===== src/rtl/dpsk_map_pkg.sv =====
package dpsk_map_pkg;

  localparam int PHASE_STEPS = 8;
  localparam int PHASE_W     = $clog2(PHASE_STEPS);

  typedef enum logic [1:0] {
    MODE_QUAD = 2'b00,
    MODE_TRI  = 2'b01,
    MODE_DI   = 2'b10,
    MODE_RSVD = 2'b11
  } symMode_e;

  typedef enum logic [1:0] {
    LVL_UNIT = 2'd0,
    LVL_LOW  = 2'd1,
    LVL_HIGH = 2'd2
  } level_e;

  // Strobes from the control to the datapath
  typedef struct packed {
    logic               advance;
    logic [PHASE_W-1:0] step;
    level_e             level;
  } mapStrobe_t;

  // Three-bit phase code to 45-degree step count (non-binary order)
  function automatic logic [PHASE_W-1:0] tribitStep(input logic [2:0] code);
    logic [PHASE_W-1:0] s;
    case (code)
      3'b001:  s = 3'd0;
      3'b000:  s = 3'd1;
      3'b010:  s = 3'd2;
      3'b011:  s = 3'd3;
      3'b111:  s = 3'd4;
      3'b110:  s = 3'd5;
      3'b100:  s = 3'd6;
      default: s = 3'd7;
    endcase
    return s;
  endfunction

  // Two-bit phase code to 45-degree step count (quarter turns)
  function automatic logic [PHASE_W-1:0] dibitStep(input logic [1:0] code);
    logic [PHASE_W-1:0] s;
    case (code)
      2'b00:   s = 3'd0;
      2'b01:   s = 3'd2;
      2'b11:   s = 3'd4;
      default: s = 3'd6;
    endcase
    return s;
  endfunction

endpackage


===== src/rtl/dpsk_map_ctrl.sv =====
module dpsk_map_ctrl
  import dpsk_map_pkg::*;
(
  input  logic       symValid,
  input  logic [1:0] symMode,
  input  logic [3:0] symBits,
  output mapStrobe_t strobe
);

  symMode_e modeSel;
  assign modeSel = symMode_e'(symMode);

  always_comb begin
    strobe.advance = 1'b0;
    strobe.step    = '0;
    strobe.level   = LVL_UNIT;
    case (modeSel)
      MODE_QUAD: begin
        strobe.advance = symValid;
        strobe.step    = tribitStep(symBits[2:0]);
        if (symBits[3]) strobe.level = LVL_HIGH;
        else            strobe.level = LVL_LOW;
      end
      MODE_TRI: begin
        strobe.advance = symValid;
        strobe.step    = tribitStep(symBits[2:0]);
        strobe.level   = LVL_LOW;
      end
      MODE_DI: begin
        strobe.advance = symValid;
        strobe.step    = dibitStep(symBits[1:0]);
        strobe.level   = LVL_UNIT;
      end
      default: begin
        strobe.advance = 1'b0;
      end
    endcase
  end

endmodule


===== src/rtl/dpsk_map_axis.sv =====
// One coordinate of the point: the cosine-like component of the phase
// rotated back by OFFSET steps (OFFSET=2 yields the quadrature part).
module dpsk_map_axis
  import dpsk_map_pkg::*;
#(
  parameter int DATA_W      = 8,
  parameter int SCALE_SHIFT = 4,
  parameter int OFFSET      = 0
) (
  input  logic [PHASE_W-1:0]        phase,
  input  level_e                    level,
  output logic signed [DATA_W-1:0]  comp
);

  localparam logic signed [DATA_W-1:0] MAG_1 = DATA_W'(1 << SCALE_SHIFT);
  localparam logic signed [DATA_W-1:0] MAG_3 = DATA_W'(3 << SCALE_SHIFT);
  localparam logic signed [DATA_W-1:0] MAG_5 = DATA_W'(5 << SCALE_SHIFT);

  logic [PHASE_W-1:0]       rot;
  logic signed [DATA_W-1:0] axisMag;
  logic signed [DATA_W-1:0] diagMag;

  assign rot = phase - PHASE_W'(OFFSET);

  always_comb begin
    case (level)
      LVL_UNIT: begin axisMag = MAG_1; diagMag = MAG_1; end
      LVL_LOW:  begin axisMag = MAG_3; diagMag = MAG_1; end
      default:  begin axisMag = MAG_5; diagMag = MAG_3; end
    endcase
  end

  always_comb begin
    case (rot)
      3'd0:       comp = axisMag;
      3'd1, 3'd7: comp = diagMag;
      3'd3, 3'd5: comp = -diagMag;
      3'd4:       comp = -axisMag;
      default:    comp = '0;
    endcase
  end

endmodule


===== src/rtl/dpsk_map_point.sv =====
module dpsk_map_point
  import dpsk_map_pkg::*;
#(
  parameter int DATA_W      = 8,
  parameter int SCALE_SHIFT = 4
) (
  input  logic [PHASE_W-1:0]       phase,
  input  level_e                   level,
  output logic signed [DATA_W-1:0] pointI,
  output logic signed [DATA_W-1:0] pointQ
);

  localparam int N_AXES = 2;
  localparam int QUARTER = PHASE_STEPS / 4;

  logic signed [DATA_W-1:0] comps [N_AXES];

  for (genvar g = 0; g < N_AXES; g++) begin : g_axis
    dpsk_map_axis #(
      .DATA_W     (DATA_W),
      .SCALE_SHIFT(SCALE_SHIFT),
      .OFFSET     (g * QUARTER)
    ) u_axis (
      .phase(phase),
      .level(level),
      .comp (comps[g])
    );
  end

  assign pointI = comps[0];
  assign pointQ = comps[1];

endmodule


===== src/rtl/dpsk_map_dp.sv =====
module dpsk_map_dp
  import dpsk_map_pkg::*;
#(
  parameter int DATA_W      = 8,
  parameter int SCALE_SHIFT = 4
) (
  input  logic                     clk,
  input  logic                     rstN,
  input  mapStrobe_t               strobe,
  output logic signed [DATA_W-1:0] outI,
  output logic signed [DATA_W-1:0] outQ,
  output logic                     outValid
);

  logic [PHASE_W-1:0]       phaseReg;
  logic [PHASE_W-1:0]       nextPhase;
  logic signed [DATA_W-1:0] pointI;
  logic signed [DATA_W-1:0] pointQ;

  // Modulo-8 wrap comes from the register width
  assign nextPhase = phaseReg + strobe.step;

  dpsk_map_point #(
    .DATA_W     (DATA_W),
    .SCALE_SHIFT(SCALE_SHIFT)
  ) u_point (
    .phase (nextPhase),
    .level (strobe.level),
    .pointI(pointI),
    .pointQ(pointQ)
  );

  always_ff @(posedge clk or negedge rstN) begin
    if (!rstN) begin
      phaseReg <= '0;
      outI     <= '0;
      outQ     <= '0;
      outValid <= 1'b0;
    end else begin
      outValid <= strobe.advance;
      if (strobe.advance) begin
        phaseReg <= nextPhase;
        outI     <= pointI;
        outQ     <= pointQ;
      end
    end
  end

endmodule


===== src/rtl/dpsk_point_mapper.sv =====
module dpsk_point_mapper
  import dpsk_map_pkg::*;
#(
  parameter int DATA_W      = 8,
  parameter int SCALE_SHIFT = 4
) (
  input  logic                     clk,
  input  logic                     rstN,
  input  logic [1:0]               symMode,
  input  logic [3:0]               symBits,
  input  logic                     symValid,
  output logic signed [DATA_W-1:0] outI,
  output logic signed [DATA_W-1:0] outQ,
  output logic                     outValid
);

  mapStrobe_t strobe;

  dpsk_map_ctrl u_ctrl (
    .symValid(symValid),
    .symMode (symMode),
    .symBits (symBits),
    .strobe  (strobe)
  );

  dpsk_map_dp #(
    .DATA_W     (DATA_W),
    .SCALE_SHIFT(SCALE_SHIFT)
  ) u_dp (
    .clk     (clk),
    .rstN    (rstN),
    .strobe  (strobe),
    .outI    (outI),
    .outQ    (outQ),
    .outValid(outValid)
  );

endmodule


===== config.mk =====
export PLATFORM = sky130hd
export DESIGN_NAME = dpsk_point_mapper
export DESIGN_NICKNAME = d
export VERILOG_FILES = /design/src/rtl/dpsk_map_pkg.sv /design/src/rtl/dpsk_map_ctrl.sv /design/src/rtl/dpsk_map_axis.sv /design/src/rtl/dpsk_map_point.sv /design/src/rtl/dpsk_map_dp.sv /design/src/rtl/dpsk_point_mapper.sv
export SDC_FILE = /design/constraint.sdc
export NUM_CORES = 1
export LEC_CHECK = 0
export ABC_AREA = 1
export CELL_PAD_IN_SITES_DETAIL_PLACEMENT = 1
export CELL_PAD_IN_SITES_GLOBAL_PLACEMENT = 1
export CORE_AREA = 2 2 71 59
export DETAILED_ROUTE_END_ITERATION = 6
export DIE_AREA = 0 0 73 61
export HOLD_SLACK_MARGIN = 0.15
export PLACE_DENSITY = 0.78
export SYNTH_ARGS = -nofsm -noshare
export SYNTH_HDL_FRONTEND = slang
export SYNTH_HIERARCHICAL = 1
export SYNTH_SLANG_ARGS = --single-unit

===== constraint.sdc =====
create_clock -name clk -period 2.1 [get_ports clk]
set_input_delay 0.315 -clock clk [delete_from_list [all_inputs] [get_ports clk]]
set_output_delay 0.315 -clock clk [all_outputs]
set_load 0.005 [all_outputs]

==> results of run 1 <==
[worst max-delay path by stage]
stage                                    end  depth (start not counted)
floorplan           u_dp/outI[5]$_DFFE_PN0P_                         19
global route        u_dp/outI[6]$_DFFE_PN0P_                         18
global placement    u_dp/outI[5]$_DFFE_PN0P_                         21
CTS                 u_dp/outI[5]$_DFFE_PN0P_                         20
finish              u_dp/outI[5]$_DFFE_PN0P_                         18
detailed placement  u_dp/outI[5]$_DFFE_PN0P_                         23
[routing by layer]
metal	GRT usage, %	vias up	part of all wire, %
li1	-	630	-
met1	23.1	593	45
met2	26.9	26	51
met3	3.99	2	3.5
met4	0.794	0	0.71
met5	0	-	0
[critical path, delay by kind of cell]
family	cells	cell delay, ps
AOI/OAI and AO/OA	2	220
adders and majority gates	3	720
buffers and inverters	3	190
and+or+nand+nor	10	1010
[state kept, by name (all words and copies together) (netlist names)]
register,flops
u_dp/outValid,1
u_dp/outQ,8
u_dp/outI,8
u_dp/phaseReg,3
[metrics by stage]
stage	instance area [um2]	power [W]	hold WS, ps	util, %	cells
6_report	1920	0.00202	407	51.4	269
5_1_grt	1920	0.00220	422	51.4	269
4_1_cts	1810	0.00183	414	48.6	265
3_5_place_dp	1720	0.00151	458	46.2	260
3_3_place_gp	1720	0.00147	454	46.2	260
2_1_floorplan	1400	0.00112	19.4	-	191
[power by group]
| group | internal, W | switching [W] | total [W] |
|---|---|---|---|
| Sequential | 0.000501 | 0.0000738 | 0.000574 |
| Combinational | 0.000549 | 0.000659 | 0.00121 |
| Clock | 0.000127 | 0.000116 | 0.000243 |
| Total | 0.00118 | 0.000848 | 0.00202 |
[repair_timing]
item / CTS / global route
hold buffers: 0 / 0
pin swaps: 7 / 18
hold endpoints to repair: 0 / 0
resized for setup: 28 / 21
buffers inserted: 3 / 4
gates cloned: 1 / 0
endpoints found under the setup margin: 10 / 7
[cell type report]
type	instances	share of cell area, %
multi-input cells	140	42.2
repair buffers	41	20.9
inverters	21	5.81
clock buffers	3	2.15
well taps	44	2.87
flip-flops and latches	20	26.1
[cells by family after synthesis]
logic type | count (synthesis) | share of synthesized area, %
AO/OA/AOI/OAI | 11 | 4.43
adder cells (fa/ha/maj) | 7 | 7.32
buffers and inverters | 32 | 14.0
other | 2 | 0.578
flip-flops | 20 | 38.5
XOR/XNOR | 1 | 0.674
AND/OR/NAND/NOR | 112 | 34.5
[placed cells by master (no fill, tap or decap), drive strengths merged]
| master | Yosys | layout |
|---|---|---|
| a21boi | 1 | 1 |
| a21oi | 4 | 4 |
| and2 | 1 | 2 |
| buf | 11 | 18 |
| clkbuf | 0 | 3 |
| clkdlybuf4s50 | 0 | 21 |
| conb | 2 | 8 |
| dfrtp | 20 | 20 |
| dlygate4sd2 | 0 | 2 |
| fa | 1 | 1 |
| ha | 6 | 6 |
| inv | 21 | 21 |
| nand2 | 92 | 92 |
| nand3 | 12 | 12 |
| nor2 | 7 | 7 |
| o21ai | 6 | 6 |
| xnor2 | 1 | 1 |
==> flow_metrics.env, run 1 <==
export IMPL_synth_area_leaders="dfrtp_1 39%, nand2_1 26%, ha_1 5.8%, nand3_1 4.6%, buf_4 4.6%"
export IMPL_synth_area_per_cell_um2=7.02
export IMPL_synth_cell_types=20
export IMPL_clk_path_buf_depth=2
export IMPL_ys_seq_area_share_pct=38.5
export IMPL_area_growth_pct=47.7
export IMPL_io_pins=26
export IMPL_synth_top_area_share_pct=38.5
export IMPL_die_area_mm2=0.00445
export IMPL_routedWlPerCell_um=13.6
export IMPL_gp_congestion=0.798
export IMPL_clock_latency_ps=250
export IMPL_totalWireLength_mm=3.67
export IMPL_grt_max_degree=21
export IMPL_crit_path_end_kind="flip-flop"
export IMPL_grt_pass1_vias=1159
export IMPL_violations="setup timing"
export IMPL_p_per_area_mw_per_mm2=1060
export IMPL_r2r_setup_slack_ps=60
export IMPL_cp_common_cell="nand2_2"
export IMPL_cts_buffers=3
export IMPL_period_share_pct=110
export IMPL_final_nets=243
export IMPL_tns_ps=-927
export IMPL_cp_slowest_cell="fa_2"
export IMPL_grt_pass1_wl_mm=5.51
export IMPL_hp_class="primary input to async pin"
export IMPL_yosys_warnings=6
export IMPL_clk_pin_slew_ps=70
export IMPL_globalRoute_totalOverflow=0
export IMPL_cp_cell_sequence="buf_12, inv_12, ha_4, inv_2, nand2_2, o21ai_2, a21oi_2, ha_2, fa_2, nand2_2, nand2_2, nand2_4, and2_4, nand2_1, nand3_2, nand3_2, nand2_2, nand2_1"
export IMPL_worstSetupStartpointType="primary input"
export IMPL_rows=20
export IMPL_htree_num_levels=1
export IMPL_skew_ps=2.47
export IMPL_startpoint="symBits[0]"
export IMPL_r2r_start="u_dp/phaseReg[0]$_DFFE_PN0P_"
export IMPL_peakVddDrop_v=0.000404
export IMPL_drv_slew=0
export IMPL_drt_first_pass_iters=4
export IMPL_netlist_instances=185
export IMPL_critPathMaxStageDelay_ps=380
export IMPL_viasPerCell=4.65
export IMPL_pre_cts_slack_ps=-944
export IMPL_cp_required_ps=2240
export IMPL_n_fill_cell=459
export IMPL_final_seq_area_um2=500
export IMPL_layout_setup_ws_ps=-213
export IMPL_drt_iter0_markers=32
export IMPL_route_detailed_drc=0
export IMPL_yosysMostFrequentCell="nand2_1"
export IMPL_synth_seq_cells=20
export IMPL_multi_input_area_um2=810
export IMPL_setup_violations=6
export IMPL_leakage_nw=0.984
export IMPL_start_util_pct=34.8
export IMPL_core_mm2=0.00373
export IMPL_die_h_um=61
export IMPL_fmax_mhz=432
export IMPL_synth_edf_count=0
export IMPL_synth_common_cells="90 x nand2_1, 20 x dfrtp_1, 15 x inv_1"
export IMPL_synth_ff_type="dfrtp_1"
export IMPL_critPathMaxFanout=5
export IMPL_hpwl_mm=2.39
export IMPL_period_minus_slack_ps=2310
export IMPL_track_usage_pct=16.4
export IMPL_antenna_cells=0
export IMPL_syn_area_mm2=0.00130
export IMPL_vias=1251
export IMPL_ant_nets=0
export IMPL_reg2reg_depth=11
export IMPL_clock_root_buffer="clkbuf_8"
export IMPL_status="complete, but fails checks"
export IMPL_die_w_um=73
export IMPL_port_buffers=25
export IMPL_cts_sink_count=20
export IMPL_cts_tree="done"
export IMPL_timing_rr_end="u_dp/outI[5]$_DFFE_PN0P_"
export IMPL_crit_type="primary input to flip-flop"
export IMPL_rsz0062_at_grt="yes"
export IMPL_final_layout_size_suffix_gt1_share_pct=30.2
export IMPL_synth_largest_area_cell="dfrtp_1"
export IMPL_antenna_found_initial=0
export IMPL_crit_arrival_ps=2460
export IMPL_max_cap_violations=0
export IMPL_finalHoldViolations=0
export IMPL_async_flop_share_pct=100
(Power assumes the default switching activity.)
==> inputs of run 2 (changes only) <==
--- a/config.mk
+++ b/config.mk
@@ -11,6 +11,7 @@
 export CORE_AREA = 2 2 71 59
 export DETAILED_ROUTE_END_ITERATION = 6
 export DIE_AREA = 0 0 73 61
+export GPL_ROUTABILITY_DRIVEN = 0
 export HOLD_SLACK_MARGIN = 0.15
 export PLACE_DENSITY = 0.78
 export SYNTH_ARGS = -nofsm -noshare
==> results of run 2 <==
No change in the layout: final DEF, timing and power equal those of run 1.
